File: config.mk
export PLATFORM = sky130hd
export DESIGN_NAME = desc_ring_engine
export DESIGN_NICKNAME = d
export VERILOG_FILES = /design/src/rtl/dre_pkg.sv /design/src/rtl/dre_fetch.sv /design/src/rtl/dre_decode.sv /design/src/rtl/desc_ring_engine.sv
export SDC_FILE = /design/constraint.sdc
export NUM_CORES = 1
export LEC_CHECK = 0
export ABC_CLOCK_PERIOD_IN_PS = 2500
export BUFFER_PORTS_ARGS = -buffer_cell sky130_fd_sc_hd__buf_2
export CAP_MARGIN = 10
export CORE_MARGIN = 8
export CORE_UTILIZATION = 48
export DETAILED_ROUTE_END_ITERATION = 16
export PLACE_DENSITY = 0.83
export REMOVE_ABC_BUFFERS = 1
export SYNTH_ARGS = -nofsm -noshare
export SYNTH_HDL_FRONTEND = slang
export SYNTH_HIERARCHICAL = 1
export SYNTH_SLANG_ARGS = --single-unit
File: constraint.sdc
create_clock -name clk -period 2.5 [get_ports clk]
set_input_delay 0.5 -clock clk [delete_from_list [all_inputs] [get_ports clk]]
set_output_delay 0.5 -clock clk [all_outputs]
set_load 0.05 [all_outputs]
File: src/rtl/dre_pkg.sv
package dre_pkg;
   localparam int DESC_WORDS = 4;
   localparam int W_INFO     = 0;
   localparam int W_NEXT     = 1;
   localparam int W_BUF      = 2;
   localparam int W_LEN      = 3;
   localparam int BIT_OWN    = 0;
   localparam int BIT_BYP    = 2;
   localparam int BIT_IOC    = 7;
   localparam int BIT_ZLP    = 29;
   localparam int RX_ALW_LSB = 16;

   typedef struct packed {
      logic [31:0] lenw;
      logic [31:0] bufa;
      logic [31:0] next;
      logic [31:0] info;
   } desc_t;

   typedef enum logic [2:0] {
      ST_HALT, ST_FETCH, ST_DECIDE, ST_XFER, ST_WLEN, ST_WINFO, ST_PARK
   } eng_state_t;
endpackage

File: src/rtl/dre_fetch.sv
module dre_fetch
   import dre_pkg::*;
(
   input  logic        clk,
   input  logic        rst_n,
   input  logic        kick,
   input  logic [31:0] base,
   output logic        rd_req,
   output logic [31:0] rd_addr,
   input  logic        rd_ack,
   input  logic [31:0] rd_data,
   output logic        done,
   output desc_t       desc
);
   localparam int IDX_W = $clog2(DESC_WORDS);
   localparam logic [IDX_W-1:0] LAST = IDX_W'(DESC_WORDS - 1);

   logic                  active;
   logic [IDX_W-1:0]      idx;
   logic [DESC_WORDS-1:0][31:0] words;

   always_ff @(posedge clk or negedge rst_n) begin
      if (!rst_n) begin
         active <= 1'b0;
         idx    <= '0;
         done   <= 1'b0;
         words  <= '0;
      end else begin
         done <= 1'b0;
         if (kick) begin
            active <= 1'b1;
            idx    <= '0;
         end else if (active && rd_ack) begin
            words[idx] <= rd_data;
            idx        <= idx + 1'b1;
            if (idx == LAST) begin
               active <= 1'b0;
               done   <= 1'b1;
            end
         end
      end
   end

   assign rd_req    = active;
   assign rd_addr   = base + 32'({idx, 2'b00});
   assign desc.info = words[W_INFO];
   assign desc.next = words[W_NEXT];
   assign desc.bufa = words[W_BUF];
   assign desc.lenw = words[W_LEN];
endmodule

File: src/rtl/dre_decode.sv
module dre_decode
   import dre_pkg::*;
#(
   parameter bit DIR_RX = 1'b0,
   parameter int LEN_W  = 16
) (
   input  logic [31:0]      info,
   input  logic [31:0]      lenw,
   output logic             own,
   output logic             byp,
   output logic             ioc,
   output logic             zlp,
   output logic [LEN_W-1:0] req_len
);
   logic unused_bits;
   assign unused_bits = ^{info, lenw};

   assign own = info[BIT_OWN];
   assign byp = info[BIT_BYP];
   assign ioc = info[BIT_IOC];

   generate
      if (DIR_RX) begin : g_rx
         assign req_len = info[RX_ALW_LSB +: LEN_W];
         assign zlp     = 1'b0;
      end else begin : g_tx
         assign req_len = lenw[LEN_W-1:0];
         assign zlp     = lenw[BIT_ZLP];
      end
   endgenerate
endmodule

File: src/rtl/desc_ring_engine.sv
module desc_ring_engine
   import dre_pkg::*;
#(
   parameter bit DIR_RX = 1'b0,
   parameter int LEN_W  = 16
) (
   input  logic             clk,
   input  logic             rst_n,
   input  logic [31:0]      start_addr,
   input  logic             go,
   input  logic             stop,
   input  logic             resume,
   output logic             rd_req,
   output logic [31:0]      rd_addr,
   input  logic             rd_ack,
   input  logic [31:0]      rd_data,
   output logic             wr_req,
   output logic [31:0]      wr_addr,
   output logic [31:0]      wr_data,
   input  logic             wr_ack,
   output logic             xfer_req,
   output logic [31:0]      xfer_addr,
   output logic [LEN_W-1:0] xfer_len,
   output logic             xfer_zlp,
   input  logic             xfer_done,
   input  logic [LEN_W-1:0] xfer_count,
   output logic             irq,
   output logic [31:0]      cur_ptr
);
   localparam logic [31:0] OFF_LEN = 32'(W_LEN * 4);

   generate
      if (LEN_W < 1 || LEN_W > 16) begin : g_bad_len
         $error("LEN_W must lie in 1..16");
      end
   endgenerate

   eng_state_t       state;
   logic [31:0]      cur;
   logic             kick, stop_pend, fdone;
   logic [LEN_W-1:0] cnt_q;
   desc_t            d;
   logic             d_own, d_byp, d_ioc;

   dre_fetch u_fetch (
      .clk, .rst_n, .kick, .base(cur),
      .rd_req, .rd_addr, .rd_ack, .rd_data,
      .done(fdone), .desc(d)
   );

   dre_decode #(.DIR_RX(DIR_RX), .LEN_W(LEN_W)) u_dec (
      .info(d.info), .lenw(d.lenw),
      .own(d_own), .byp(d_byp), .ioc(d_ioc),
      .zlp(xfer_zlp), .req_len(xfer_len)
   );

   logic halt_now;
   assign halt_now = stop_pend || stop;

   always_ff @(posedge clk or negedge rst_n) begin
      if (!rst_n) begin
         state     <= ST_HALT;
         cur       <= '0;
         kick      <= 1'b0;
         stop_pend <= 1'b0;
         cnt_q     <= '0;
         irq       <= 1'b0;
      end else begin
         kick <= 1'b0;
         irq  <= 1'b0;
         if (stop) stop_pend <= 1'b1;
         unique case (state)
            ST_HALT: begin
               stop_pend <= 1'b0;
               if (go) begin
                  cur   <= start_addr;
                  kick  <= 1'b1;
                  state <= ST_FETCH;
               end
            end
            ST_FETCH: if (fdone) state <= ST_DECIDE;
            ST_DECIDE: begin
               if (!d_own) begin
                  state <= ST_PARK;
               end else if (d_byp) begin
                  cur <= d.next;
                  if (halt_now) state <= ST_HALT;
                  else begin
                     kick  <= 1'b1;
                     state <= ST_FETCH;
                  end
               end else begin
                  state <= ST_XFER;
               end
            end
            ST_XFER: if (xfer_done) begin
               cnt_q <= xfer_count;
               state <= DIR_RX ? ST_WLEN : ST_WINFO;
            end
            ST_WLEN: if (wr_ack) state <= ST_WINFO;
            ST_WINFO: if (wr_ack) begin
               irq <= d_ioc;
               cur <= d.next;
               if (halt_now) state <= ST_HALT;
               else begin
                  kick  <= 1'b1;
                  state <= ST_FETCH;
               end
            end
            ST_PARK: begin
               if (halt_now) state <= ST_HALT;
               else if (resume) begin
                  kick  <= 1'b1;
                  state <= ST_FETCH;
               end
            end
            default: state <= ST_HALT;
         endcase
      end
   end

   logic [31:0] len_wb, info_wb;
   generate
      if (LEN_W < 32) begin : g_lenwb
         assign len_wb = {d.lenw[31:LEN_W], cnt_q};
      end else begin : g_lenwb_full
         assign len_wb = 32'(cnt_q);
      end
   endgenerate
   assign info_wb = d.info & ~(32'd1 << BIT_OWN);

   assign wr_req    = (state == ST_WLEN) || (state == ST_WINFO);
   assign wr_addr   = (state == ST_WLEN) ? cur + OFF_LEN : cur;
   assign wr_data   = (state == ST_WLEN) ? len_wb : info_wb;
   assign xfer_req  = (state == ST_XFER);
   assign xfer_addr = d.bufa;
   assign cur_ptr   = cur;
endmodule

==> flow_metrics.env <==
export IMPL_cts_sinks=186
export IMPL_yosys_warnings=6
export IMPL_die_area_mm2=0.0243
export IMPL_reg2reg_from="state[1]"
export IMPL_drt_total_wl_um=30100
export IMPL_vias=7492
export IMPL_ys_seq_elements=186
export IMPL_ant_nets=0
export IMPL_setup_slack_ns=-0.486
export IMPL_cp_slowest_cell="dfrtp_1"
export IMPL_worst_slew_pin_slew_ns=0.525
export IMPL_grt_setup_unrepaired="yes"
export IMPL_synth_main_ff_cell="dfrtp_1"
export IMPL_avgViaCountPerCell=5.44
export IMPL_layout_drive_gt1_share_pct=50.0
export IMPL_critPathCaptureType="primary output"
export IMPL_violations="setup timing"
export IMPL_yosysSeqAreaShare_pct=49.7
export IMPL_worstReg2RegEnd="cur_ptr[23]"
export IMPL_cp_required_ns=2.00
export IMPL_postSynthAreaPerCell_um2=12.0
export IMPL_crit_path_start="state[1]"
export IMPL_period_needed_ns=2.99
export IMPL_cts_buffers=17
export IMPL_cp_arrival_ns=2.49
export IMPL_initial_core_util_pct=48.5
export IMPL_path_max_fanout=5
export IMPL_setup_worst_path_start_class="register"
export IMPL_coreArea_mm2=0.0193
export IMPL_post_place_ws_ns=-0.223
export IMPL_grt_max_degree=61
export IMPL_grt_pass1_vias=7975
export IMPL_hp_class="in -> async"
export IMPL_synth_async_reset_ratio_pct=100
export IMPL_cap_violations=0
export IMPL_drt_first_iter_violations=353
export IMPL_antenna_found_initial=1
export IMPL_place_gp_congestion=0.864
export IMPL_final_hold_violation_count=0
export IMPL_fin_skew_ns=0.0133
export IMPL_grt_pass1_wl_um=44500
export IMPL_synth_edff_count=0
export IMPL_io_pins=269
export IMPL_grtUsageTotal_pct=23.7
export IMPL_ff2ff_path_depth=9
export IMPL_cts_max_path_buffers=2
export IMPL_relSlewSlack_pct=65.0
export IMPL_rows=51
export IMPL_syn_to_final_growth_pct=42.3
export IMPL_synthCells=783
export IMPL_clk_pin_slew_ns=0.07
export IMPL_nFillCells=1326
export IMPL_finalCritPeriodShare_pct=119
export IMPL_die_h_um=156
export IMPL_crit_chain="or3b_4, or3_4, buf_8, nor4_4, xor2_1, buf_4"
export IMPL_num_antenna_cells=0
export IMPL_cts_tree="built"
export IMPL_dr_pass1_iters=5
export IMPL_htree_num_levels=4
export IMPL_status="complete, but fails checks"
export IMPL_syn_area_mm2=0.00937
export IMPL_dp_hpwl_um=20200
export IMPL_tns_ns=-16.81
export IMPL_ctsRootBufferMaster="clkbuf_16"
export IMPL_die_w_um=156
export IMPL_crit_type="reg -> out"
export IMPL_post_route_drc_count=0
export IMPL_path_buf_inv=2
export IMPL_ff2ff_setup_slack_ns=0.17
export IMPL_clk_latency_ns=0.43
export IMPL_wl_per_cell_um=21.9
export IMPL_ys_types=49
export IMPL_cts_hold_buf=0
export IMPL_grt_overflow=0
export IMPL_crit_family="simple AND/OR/NAND/NOR gates"
export IMPL_slew_violations=0
export IMPL_io_buffers=268
export IMPL_setup_violations=58
export IMPL_cpPeakStageDelay_ns=0.40
export IMPL_finalNetCount=1196
export IMPL_max_freq_ghz=0.335
synth_stat cells (2+ instances only):
cell type	instances	share of area, %
dfrtp_1	186	50
mux2_1	118	14
nand2_1	117	4.7
mux2_2	75	9.0
xnor2_1	35	3.3
buf_4	25	2.0
xor2_1	23	2.1
nand3_1	21	1.1
buf_2	18	0.96
mux2i_1	16	1.7
nor2_1	15	0.60
inv_1	14	0.56
nand4_1	14	0.93
clkbuf_1	12	0.48
and4_1	9	0.84
a21oi_1	8	0.43
nor4_2	8	1.1
ha_1	7	0.93
nor3_2	7	0.75
nor2b_1	6	0.40
and3_1	5	0.33
o21ai_0	5	0.27
nor3_1	4	0.21
and2_1	3	0.20
nor4_1	3	0.20
a22o_1	2	0.19
buf_6	2	0.24
o211ai_1	2	0.16
o21a_1	2	0.16
or3_4	2	0.24
metal layers:
layer	GRT usage (%)	share of wire, %
met5	0	0.027
met4	9.43	2.6
met3	7.34	8.4
met2	39.5	50
met1	28.0	39
registers in the layout, summed over array words and instances, names as in the netlist:
signal / cells
irq: 1
kick: 1
u_fetch/done: 1
stop_pend: 1
u_fetch/desc: 128
cur_ptr: 32
cnt_q: 16
u_fetch/idx: 2
u_fetch/rd_req: 1
state: 3
kinds of logic after synthesis:
kind of cell,count (synthesis),share of synthesized area (%)
AO/OA/AOI/OAI,24,1.67
buffers and inverters,73,4.34
adder cells (fa/ha/maj),8,1.15
AND/OR/NAND/NOR,225,12.9
flip-flops,186,49.7
XOR/XNOR,58,5.42
multiplexers,209,24.9
cell type report:
class / instances / area [µm²] / share of cell area (%)
multi-input cells: 524 / 4910 / 36.8
well taps: 265 / 332 / 2.49
clock inverters: 12 / 184 / 1.38
flip-flops and latches: 186 / 4660 / 34.9
clock buffers: 20 / 457 / 3.42
inverters: 14 / 52.6 / 0.394
repair buffers: 357 / 2740 / 20.6
through the flow:
stage	hold WS, ns	std cells	utilization (%)	area [µm²]
floorplan	0.204	724	-	9020
global placement	0.468	1316	58.6	11300
detailed placement	0.477	1316	58.6	11300
CTS	0.0598	1354	64.7	12500
global route	0.0751	1378	69.0	13300
finish	0.0384	1378	69.0	13300
how the worst max path moves through the flow:
stage                  end  slack [ns]  cells after the start
2_1_floorplan   wr_addr[5]       -1.62                      3
4_1_cts        wr_addr[30]       -0.48                      6
3_3_place_gp   wr_addr[20]       -0.19                      5
3_5_place_dp   wr_addr[20]       -0.22                      5
6_report       wr_addr[24]       -0.49                      6
5_1_grt        wr_addr[24]       -0.57                      6
layout by cell type, fill, tap and decap left out, types with 8 or more instances in the layout:
master,count
mux2_2,75
buf_6,49
nand2_1,108
mux2_1,118
nand3_1,10
nand3_2,8
xnor2_1,20
buf_2,177
buf_4,97
buf_12,20
nand4_1,14
mux2i_1,16
xor2_1,18
clkbuf_16,19
dfrtp_1,180
nor4_4,11
a21oi_1,8
inv_1,14
xnor2_2,12
timing repair:
action                                  CTS  global route
endpoints found under the hold margin     0             0
pin swaps                                30            33
cloned                                    0             2
endpoints found under the setup margin   88            75
setup buffers                             7            24
resized for setup                       125           158
Power is not shown: default switching activity piles up to over one toggle a cycle in this logic, so the estimate is an artifact.
